$ cat src/rtl/asram_pkg.sv
package asram_pkg;
    localparam int HALF_W = 16;
    localparam int WORD_W = 32;

    typedef enum logic [1:0] {
        PH_IDLE = 2'd0,
        PH_XFER = 2'd1,
        PH_GAP  = 2'd2,
        PH_FIN  = 2'd3
    } phase_e;

    localparam logic [1:0] SZ_BYTE = 2'd0;
    localparam logic [1:0] SZ_HALF = 2'd1;
endpackage

$ cat src/rtl/asram_tick.sv
module asram_tick #(
    parameter int DIV_W = 2
) (
    input  logic             clk,
    input  logic             rst_n,
    input  logic             run,
    input  logic [DIV_W-1:0] cfg_clk_div,
    output logic             tick
);
    logic [DIV_W-1:0] cnt_d, cnt_q;

    always_comb begin
        tick  = run && (cnt_q == cfg_clk_div);
        cnt_d = (!run || tick) ? '0 : cnt_q + 1'b1;
    end

    always_ff @(posedge clk or negedge rst_n) begin
        if (!rst_n) cnt_q <= '0;
        else        cnt_q <= cnt_d;
    end
endmodule

$ cat src/rtl/asram_seq.sv
module asram_seq
    import asram_pkg::*;
#(
    parameter int ADDR_W = 24,
    parameter int WAIT_W = 4
) (
    input  logic              clk,
    input  logic              rst_n,
    input  logic              tick,
    output logic              run,
    input  logic [WAIT_W-1:0] cfg_rd_wait,
    input  logic [WAIT_W-1:0] cfg_wr_wait,
    input  logic [WAIT_W-1:0] cfg_we_len,
    input  logic              req_valid,
    output logic              req_ready,
    input  logic              req_write,
    input  logic [1:0]        req_size,
    input  logic [ADDR_W-1:0] req_addr,
    input  logic [WORD_W-1:0] req_wdata,
    output logic              rsp_done,
    output logic [WORD_W-1:0] rsp_rdata,
    output logic              mem_cs_n,
    output logic              mem_oe_n,
    output logic              mem_we_n,
    output logic [1:0]        mem_be_n,
    output logic [ADDR_W-2:0] mem_addr,
    output logic [HALF_W-1:0] mem_dq_out,
    output logic              mem_dq_oe,
    input  logic [HALF_W-1:0] mem_dq_in
);
    typedef struct packed {
        phase_e             phase;
        logic [WAIT_W-1:0]  tcnt;
        logic               upper;
        logic               wr;
        logic [1:0]         size;
        logic [ADDR_W-1:0]  addr;
        logic [WORD_W-1:0]  wdata;
        logic [WORD_W-1:0]  rdata;
    } seq_t;

    seq_t s_d, s_q;
    logic [WAIT_W-1:0] last_tick;
    logic              is_word, in_xfer;

    always_comb begin
        s_d       = s_q;
        is_word   = s_q.size[1];
        last_tick = s_q.wr ? cfg_wr_wait : cfg_rd_wait;
        unique case (s_q.phase)
            PH_IDLE: begin
                if (req_valid) begin
                    s_d.phase = PH_XFER;
                    s_d.tcnt  = '0;
                    s_d.upper = 1'b0;
                    s_d.wr    = req_write;
                    s_d.size  = req_size;
                    s_d.addr  = req_addr;
                    s_d.wdata = req_wdata;
                    s_d.rdata = '0;
                end
            end
            PH_XFER: begin
                if (tick) begin
                    if (s_q.tcnt == last_tick) begin
                        if (!s_q.wr) begin
                            if (is_word) begin
                                if (s_q.upper) s_d.rdata[31:16] = mem_dq_in;
                                else           s_d.rdata[15:0]  = mem_dq_in;
                            end else if (s_q.size == SZ_HALF) begin
                                s_d.rdata = {16'h0, mem_dq_in};
                            end else begin
                                s_d.rdata = {24'h0, s_q.addr[0] ? mem_dq_in[15:8] : mem_dq_in[7:0]};
                            end
                        end
                        s_d.tcnt  = '0;
                        s_d.phase = (is_word && !s_q.upper) ? PH_GAP : PH_FIN;
                    end else begin
                        s_d.tcnt = s_q.tcnt + 1'b1;
                    end
                end
            end
            PH_GAP: begin
                if (tick) begin
                    s_d.phase = PH_XFER;
                    s_d.upper = 1'b1;
                    s_d.tcnt  = '0;
                end
            end
            default: s_d.phase = PH_IDLE;
        endcase
    end

    always_ff @(posedge clk or negedge rst_n) begin
        if (!rst_n) begin
            s_q       <= '0;
            s_q.phase <= PH_IDLE;
        end else begin
            s_q <= s_d;
        end
    end

    always_comb begin
        in_xfer    = (s_q.phase == PH_XFER);
        run        = in_xfer || (s_q.phase == PH_GAP);
        req_ready  = (s_q.phase == PH_IDLE);
        rsp_done   = (s_q.phase == PH_FIN);
        rsp_rdata  = s_q.rdata;
        mem_cs_n   = !in_xfer;
        mem_oe_n   = !(in_xfer && !s_q.wr);
        mem_we_n   = !(in_xfer && s_q.wr && (s_q.tcnt < cfg_we_len));
        mem_dq_oe  = in_xfer && s_q.wr;
        mem_addr   = s_q.addr[ADDR_W-1:1] + {{(ADDR_W-2){1'b0}}, s_q.upper};
        if (s_q.size == SZ_BYTE) begin
            mem_dq_out = {2{s_q.wdata[7:0]}};
            mem_be_n   = s_q.addr[0] ? 2'b01 : 2'b10;
        end else begin
            mem_dq_out = s_q.upper ? s_q.wdata[31:16] : s_q.wdata[15:0];
            mem_be_n   = 2'b00;
        end
    end

    p_idle_no_cs_r2: assert property (@(posedge clk) disable iff (!rst_n)
        req_ready |-> mem_cs_n);
    p_oe_read_only_r10: assert property (@(posedge clk) disable iff (!rst_n)
        !mem_oe_n |-> (!mem_cs_n && !mem_dq_oe));
    p_we_inside_drive_r4: assert property (@(posedge clk) disable iff (!rst_n)
        !mem_we_n |-> (!mem_cs_n && mem_dq_oe));
    p_done_single_r5: assert property (@(posedge clk) disable iff (!rst_n)
        rsp_done |=> !rsp_done);
    p_done_strobes_high_r5: assert property (@(posedge clk) disable iff (!rst_n)
        rsp_done |-> (mem_cs_n && mem_we_n && !req_ready));
    p_gap_keeps_addr_r7: assert property (@(posedge clk) disable iff (!rst_n)
        ($rose(mem_cs_n) && !rsp_done && !req_ready) |=> $stable(rsp_rdata));
endmodule

$ cat src/rtl/asram_wait_ctrl.sv
module asram_wait_ctrl
    import asram_pkg::*;
#(
    parameter int ADDR_W = 24,
    parameter int WAIT_W = 4,
    parameter int DIV_W  = 2
) (
    input  logic              clk,
    input  logic              rst_n,
    input  logic [WAIT_W-1:0] cfg_rd_wait,
    input  logic [WAIT_W-1:0] cfg_wr_wait,
    input  logic [WAIT_W-1:0] cfg_we_len,
    input  logic [DIV_W-1:0]  cfg_clk_div,
    input  logic              req_valid,
    output logic              req_ready,
    input  logic              req_write,
    input  logic [1:0]        req_size,
    input  logic [ADDR_W-1:0] req_addr,
    input  logic [31:0]       req_wdata,
    output logic              rsp_done,
    output logic [31:0]       rsp_rdata,
    output logic              mem_cs_n,
    output logic              mem_oe_n,
    output logic              mem_we_n,
    output logic [1:0]        mem_be_n,
    output logic [ADDR_W-2:0] mem_addr,
    output logic [15:0]       mem_dq_out,
    output logic              mem_dq_oe,
    input  logic [15:0]       mem_dq_in
);
    logic tick, run;

    asram_tick #(.DIV_W(DIV_W)) u_tick (
        .clk         (clk),
        .rst_n       (rst_n),
        .run         (run),
        .cfg_clk_div (cfg_clk_div),
        .tick        (tick)
    );

    asram_seq #(.ADDR_W(ADDR_W), .WAIT_W(WAIT_W)) u_seq (
        .clk         (clk),
        .rst_n       (rst_n),
        .tick        (tick),
        .run         (run),
        .cfg_rd_wait (cfg_rd_wait),
        .cfg_wr_wait (cfg_wr_wait),
        .cfg_we_len  (cfg_we_len),
        .req_valid   (req_valid),
        .req_ready   (req_ready),
        .req_write   (req_write),
        .req_size    (req_size),
        .req_addr    (req_addr),
        .req_wdata   (req_wdata),
        .rsp_done    (rsp_done),
        .rsp_rdata   (rsp_rdata),
        .mem_cs_n    (mem_cs_n),
        .mem_oe_n    (mem_oe_n),
        .mem_we_n    (mem_we_n),
        .mem_be_n    (mem_be_n),
        .mem_addr    (mem_addr),
        .mem_dq_out  (mem_dq_out),
        .mem_dq_oe   (mem_dq_oe),
        .mem_dq_in   (mem_dq_in)
    );
endmodule

$ cat config.mk
export PLATFORM = sky130hd
export DESIGN_NAME = asram_wait_ctrl
export DESIGN_NICKNAME = d
export VERILOG_FILES = /design/src/rtl/asram_pkg.sv /design/src/rtl/asram_tick.sv /design/src/rtl/asram_seq.sv /design/src/rtl/asram_wait_ctrl.sv
export SDC_FILE = /design/constraint.sdc
export NUM_CORES = 1
export LEC_CHECK = 0
export CAP_MARGIN = 0
export CORE_MARGIN = 4
export CORE_UTILIZATION = 25
export CTS_BUF_LIST = sky130_fd_sc_hd__clkbuf_8
export DETAILED_ROUTE_END_ITERATION = 10
export DONT_BUFFER_PORTS = 1
export PLACE_DENSITY = 0.47
export SLEW_MARGIN = 20
export SYNTH_ARGS = -nofsm -noshare
export SYNTH_HDL_FRONTEND = slang
export SYNTH_HIERARCHICAL = 1
export SYNTH_SLANG_ARGS = --single-unit
export TNS_END_PERCENT = 5
$ cat constraint.sdc
create_clock -name clk -period 2.2 [get_ports clk]
set_input_delay 0.11 -clock clk [delete_from_list [all_inputs] [get_ports clk]]
set_output_delay 0.11 -clock clk [all_outputs]
set_load 0.01 [all_outputs]
==> flow_metrics.py, run 1 <==
metrics = {
    "worst_setup_path": {
        "reg2reg_slack_ns": 0.15,
        "worstSetupPathType": "register to output port",
        "crit_required_ns": 2.09,
        "cp_max_fo": 5,
        "cp-end-kind": "output port",
        "r2r-start": "u_seq/s_q[90]$_DFFE_PN0P_",
        "rr_endpoint": "u_seq/rsp_rdata[2]$_DFFE_PN0P_",
        "r2r_cells": 6,
        "crit_arrival_ns": 2.01,
        "start_kind": "register",
    },
    "yosys": {
        "syn_area_per_cell_um2": 11.63,
        "synthDistinctLibCells": 40,
        "async_reset_ff_share_pct": 100.0,
        "syn_area_mm2": 0.005211,
        "ys.flop_type": "dfrtp_1",
        "yosys.area.top_type": "dfrtp_1",
        "synthCells": 448,
        "ys_ff_latch": 100,
        "synth_edf_count": 0,
        "yosys_warnings": 6,
        "ys_top_cells_by_count": "dfrtp_1, mux2_1, nand2_1, mux2i_1, buf_4",
        "syn_nets": 551,
        "seq_area_frac_synth_pct": 48.02,
        "synthTopCellsByArea": "dfrtp_1, mux2_1, mux2i_1, buf_4, mux2_2",
        "synth.top_cell.area_share_pct": 48.02,
        "yosysMostFrequentCell": "dfrtp_1",
    },
    "clock_network": {
        "cts_hold_buf": 78,
        "clkLatencyLatePin_ns": 0.36,
        "numCtsBuffers": 9,
        "clk_pin_slew_worst_paths_ns": 0.10,
        "clock-sinks": 100,
        "cts_tree": "yes",
        "cts-root-buf": "clkbuf_8",
        "max-clock-path-buffers": 2,
        "cts_htree_levels": 3,
    },
    "floorplan": {
        "pin_count": 171,
        "die_w_um": 152.4,
        "die-area_mm2": 0.02322,
        "initial_utilization_pct": 25.59,
        "die-height_um": 152.4,
        "core_mm2": 0.02036,
        "rows": 52,
    },
    "power": {
        "total_power_w": 0.006852,
        "powerDensity_mw_per_mm2": 1055,
        "peakVddDrop_mv": 0.4461,
        "p_leak_nw": 2.732,
    },
    "place": {
        "io_buffers": 0,
        "dpl.cell_count": 690,
        "placed_cell_area_mm2": 0.005421,
        "dpl.hpwl_um": 9630,
        "finalWeightedCongestion": 0.7857,
    },
    "timing": {
        "setup_viol": 0,
        "max_freq_mhz": 471.0,
        "rsz0062_at_grt": "true",
        "skew_ns": 0.008825,
        "hold_viol": 100,
        "fin_crit_ns": 2.123,
        "period_share_pct": 96.50,
        "slew_violations": 0,
        "whs_ns": -0.5709,
        "worst_slew_margin_rel_pct": 73.13,
        "tightest_slew_ns": 0.4021,
    },
    "run_status": {
        "violations": "hold timing",
        "outcome": "complete, but fails checks",
    },
    "drt": {
        "final_antenna_net_count": 0,
        "via_per_inst": 4.518,
        "drcViolationCount": 0,
        "dr.pass1.iters": 4,
        "wl_per_cell_um": 17.01,
        "drt-total-wl_um": 13340,
        "vias": 3542,
        "drt_iter0_drc": 104,
    },
    "global_routing": {
        "grt_pass1_vias": 3939,
        "grt-ovfl-total": 0,
        "grt_start_max_net_pins": 101,
        "grt_antenna_before_repair": 0,
        "grt.total_usage_pct": 11.68,
        "grt_pass1_wl_um": 21820,
    },
    "cells_and_area": {
        "syn2layout_area_growth_pct": 24.68,
        "utilization_pct": 31.91,
        "fin_cells": 784,
        "finalNetCount": 613,
        "drive_gt1_share_pct": 15.37,
        "final_cell_area_mm2": 0.006497,
        "antenna_cells": 0,
    },
    "min_path": {
        "hold_path_class": "input port to async pin",
    },
    "run": {
        "cap_violations": 0,
    },
}
-- metal layers --
metal / share of wire [%] / up-vias / global-route usage [%] / routed length (um)
li1: - / 1642 / - / -
met1: 42 / 1787 / 13.77 / 5576
met2: 50 / 99 / 20.28 / 6714
met3: 6.6 / 14 / 4.033 / 875
met4: 1.3 / 0 / 3.211 / 172
met5: 0 / - / 0 / 0
-- timing repair --
| item | 4_1_cts | 5_1_grt |
|---|---|---|
| pin swaps | 2 | 3 |
| setup endpoints to repair | 21 | 29 |
| hold endpoints to repair | 193 | 100 |
| gates resized for setup | 7 | 10 |
| setup buffers | 0 | 1 |
-- worst max-delay path: stages, from the launching register on --
cell and delay [ns]:
dfrtp_1 0.44, ha_4 0.18, ha_2 0.21, and3_4 0.24, nand3_2 0.15, nor2_1 0.17
xor2_1 0.26
-- how the worst max path moves through the flow --
stage / startpoint / cells past startpoint / endpoint
floorplan: u_seq/s_q[96]$_DFFE_PN0P_ / 9 / u_seq/rsp_rdata[22]$_DFFE_PN0P_
CTS: u_seq/s_q[91]$_DFFE_PN0P_ / 6 / mem_addr[22]
global placement: u_seq/s_q[96]$_DFFE_PN0P_ / 8 / u_seq/rsp_rdata[16]$_DFFE_PN0P_
finish: u_seq/s_q[91]$_DFFE_PN0P_ / 6 / mem_addr[18]
global route: u_seq/s_q[91]$_DFFE_PN0P_ / 6 / mem_addr[18]
detailed placement: u_seq/s_q[90]$_DFFE_PN0P_ / 5 / u_seq/rsp_rdata[24]$_DFFE_PN0P_
-- kinds of logic (layout without fill, tap and decap cells) --
group / after synthesis / after routing / synth area share [%]
multiplexers: 105 / 105 / 21.80
AND/OR/NAND/NOR: 101 / 101 / 10.11
flip-flops: 100 / 100 / 48.02
buffers and inverters: 60 / 126 / 7.275
AO/OA/AOI/OAI: 44 / 44 / 5.618
XOR/XNOR: 27 / 27 / 4.538
adder cells (fa/ha/maj): 11 / 11 / 2.641
-- layout by cell type, fill, tap and decap left out, drive strengths merged, types with 3 or more instances in the layout --
cell and count:
dfrtp 100, ha 11, nand3 10, clkbuf 9, a21oi 11, a22o 16, xnor2 17, and4 3
o21ai 12, nand3b 3, nand2b 5, clkinv 3, mux2i 37, mux2 68, and3 7, dlygate4sd3 78
xor2 10, nand4 4, nor2 17, inv 10, buf 23, nand2 43
-- registers in the layout, summed over array words and instances (netlist names) --
register         cells
u_seq/is_word        1
u_seq/rsp_rdata     32
u_seq/s_q           65
u_tick/cnt_q         2
-- metrics by stage --
stage	setup TNS (ns)	worst slack [ns]
6_report	0	0.07704
5_1_grt	-0.07571	-0.03887
4_1_cts	0	0.007066
3_5_place_dp	-0.9270	-0.07091
3_3_place_gp	0	0.04970
2_1_floorplan	0	0.1475
-- where the power goes --
part,total (W),internal [W],switching (W)
clock,0.00128,0.000637,0.000647
combinational,0.00259,0.00122,0.00137
sequential,0.00298,0.00244,0.000537
total,0.00685,0.00430,0.00256
-- area by class of cell --
cell class                 instances  area, um2
fill                            2040      13870
sequential                       100       2505
multi-input combinational        288       2412
timing repair buffer             101      991.0
tap                              270      337.8
clock buffer                       9      123.9
clock inverter                     6      90.09
inverter                          10      37.54
Power figures use the tool's default switching activity.
==> run 2, diff against run 1 <==
Settings changed: CORE_MARGIN 4 to 5, PLACE_DENSITY 0.47 to 0.45.
Clock period 2.2 ns to 2.3 ns, I/O delays scaled along.
==> run 2 against run 1 <==
The flow still finishes with violations (hold timing). Core utilization decreased by 0.37 points. Critical path depth unchanged. Non-clock buffer count down 4. Largest cell class unchanged. Sequential power is 5% lower. Hold slack got worse by 0.0069 ns. Largest power group unchanged. Sequential share of layout area rose by 0.44 points. Critical endpoint unchanged. Final area decreased by 1.2%. Power fell by 4.4%. Clock skew grew 0.0060 ns. Via count fell by 1.9%.
==> flow_metrics.py, run 2 (synthesized netlist as in run 1, its figures left out) <==
metrics = {
    "run_status": {
        "outcome": "complete, but fails checks",
        "violations": "hold timing",
    },
    "cells_and_area": {
        "final_common_cell": "dfrtp_1",
        "nFillCells": 2068,
        "finalNetCount": 609,
        "final_cell_area_mm2": 0.006421,
        "regMostFlops": "u_seq/s_q",
        "largest_reg_flops": 65,
        "drive_gt1_share_pct": 13.14,
        "syn2layout_area_growth_pct": 23.22,
        "antenna_cells": 0,
        "mostFrequentLayoutCells": "dfrtp_1, dlygate4sd3_1, mux2_1",
    },
    "run": {
        "cap_violations": 0,
    },
    "timing": {
        "hold_viol": 100,
        "slew_violations": 0,
        "tightest_slew_ns": 0.4326,
        "skew_ns": 0.01482,
        "rsz0062_at_grt": "false",
        "tns_ns": 0,
        "whs_ns": -0.5778,
        "period_share_pct": 93.23,
        "setup_viol": 0,
        "fin_crit_ns": 2.144,
        "max_freq_mhz": 466.3,
        "worst_slew_margin_rel_pct": 71.16,
        "setup_slack_ns": 0.1556,
    },
    "drt": {
        "final_antenna_net_count": 0,
        "drt-total-wl_um": 13460,
        "via_per_inst": 4.454,
        "wl_per_cell_um": 17.26,
        "drcViolationCount": 0,
        "dr.pass1.iters": 4,
        "vias": 3474,
        "drt_iter0_drc": 96,
    },
    "global_routing": {
        "grt_pass1_wl_um": 20790,
        "grt_pass1_vias": 3691,
        "grt.total_usage_pct": 11.10,
        "grt_start_max_net_pins": 101,
        "grt-ovfl-total": 0,
        "grt_antenna_before_repair": 0,
    },
    "floorplan": {
        "pin_count": 171,
        "rows": 52,
        "die_w_um": 154.4,
        "die-height_um": 154.4,
        "initial_utilization_pct": 25.59,
        "die-area_mm2": 0.02383,
        "core_mm2": 0.02036,
    },
    "worst_setup_path": {
        "cp-startpoint": "u_seq/s_q[91]$_DFFE_PN0P_",
        "rr_endpoint": "u_seq/rsp_rdata[28]$_DFFE_PN0P_",
        "crit_required_ns": 2.18,
        "r2r_cells": 7,
        "worstSetupPathType": "register to output port",
        "crit_arrival_ns": 2.03,
        "start_kind": "register",
        "cp_max_fo": 5,
        "reg2reg_slack_ns": 0.20,
        "r2r-start": "u_seq/s_q[90]$_DFFE_PN0P_",
        "cp-end-kind": "output port",
    },
    "power": {
        "peakVddDrop_mv": 0.3893,
        "p_leak_nw": 2.675,
        "powerDensity_mw_per_mm2": 1020,
    },
    "clock_network": {
        "numCtsBuffers": 9,
        "clkLatencyLatePin_ns": 0.38,
        "cts_hold_buf": 79,
        "max-clock-path-buffers": 2,
        "cts_htree_levels": 3,
        "clk_pin_slew_worst_paths_ns": 0.10,
        "post_cts_buffers": 0,
        "clock-sinks": 100,
        "cts_tree": "yes",
        "cts-root-buf": "clkbuf_8",
    },
    "place": {
        "place_ws_ns": 0.05640,
        "io_buffers": 0,
        "dpl.hpwl_um": 9719,
        "finalWeightedCongestion": 0.7919,
        "placed_cell_area_mm2": 0.005379,
    },
    "min_path": {
        "hold_path_class": "input port to async pin",
    },
}
run 2: critical path, cell delays in order, from the launching register on:
cell and delay, ns:
dfrtp_1 0.46, ha_4 0.18, ha_2 0.21, and3_4 0.24, nand3_2 0.12, nor2_1 0.17
xor2_1 0.27
run 2: layout make-up:
cell class                 instances  area, um2  share of cell area, %
multi-input combinational        288       2369                  36.89
clock inverter                     5      85.08                  1.325
inverter                          10      37.54                 0.5846
timing repair buffer              97      950.9                  14.81
clock buffer                      10      137.6                  2.143
tap                              270      337.8                  5.261
sequential                       100       2504                  38.99
run 2: timing repair:
| action | in CTS | in global routing |
|---|---|---|
| endpoints found under the hold margin | 193 | 100 |
| gates resized for setup | 3 | 6 |
| setup endpoints to repair | 4 | 22 |
| pin swaps | 1 | 1 |
run 2: where the power goes:
group	switching [W]	internal, W
combinational	0.00131	0.00112
clock	0.000660	0.000643
sequential	0.000493	0.00233
run 2: metal layers:
| metal | vias to the layer above | global-route usage [%] | routed length [um] |
|---|---|---|---|
| met5 | - | 0 | 0 |
| met3 | 12 | 3.744 | 966 |
| li1 | 1632 | - | - |
| met2 | 109 | 17.82 | 6450 |
| met4 | 0 | 3.659 | 173 |
| met1 | 1721 | 14.07 | 5873 |
run 2: worst max-delay path by stage:
stage / endpoint / depth (start not counted)
floorplan: u_seq/rsp_rdata[22]$_DFFE_PN0P_ / 9
global placement: u_seq/rsp_rdata[28]$_DFFE_PN0P_ / 8
detailed placement: u_seq/rsp_rdata[22]$_DFFE_PN0P_ / 5
CTS: mem_addr[18] / 6
global route: mem_addr[18] / 6
finish: mem_addr[18] / 6
run 2: metrics by stage:
stage                     instances  util [%]  power [W]  hold slack, ns
final                           780     31.53   0.006549         -0.5778
after global routing            780     31.53   0.007015         -0.6291
after CTS                       780     31.44   0.006673         -0.6261
after detailed placement        686     26.41   0.005182         -0.1756
after global placement          686     26.41   0.005113         -0.1759
after floorplan                 448         -   0.004512         -0.1806
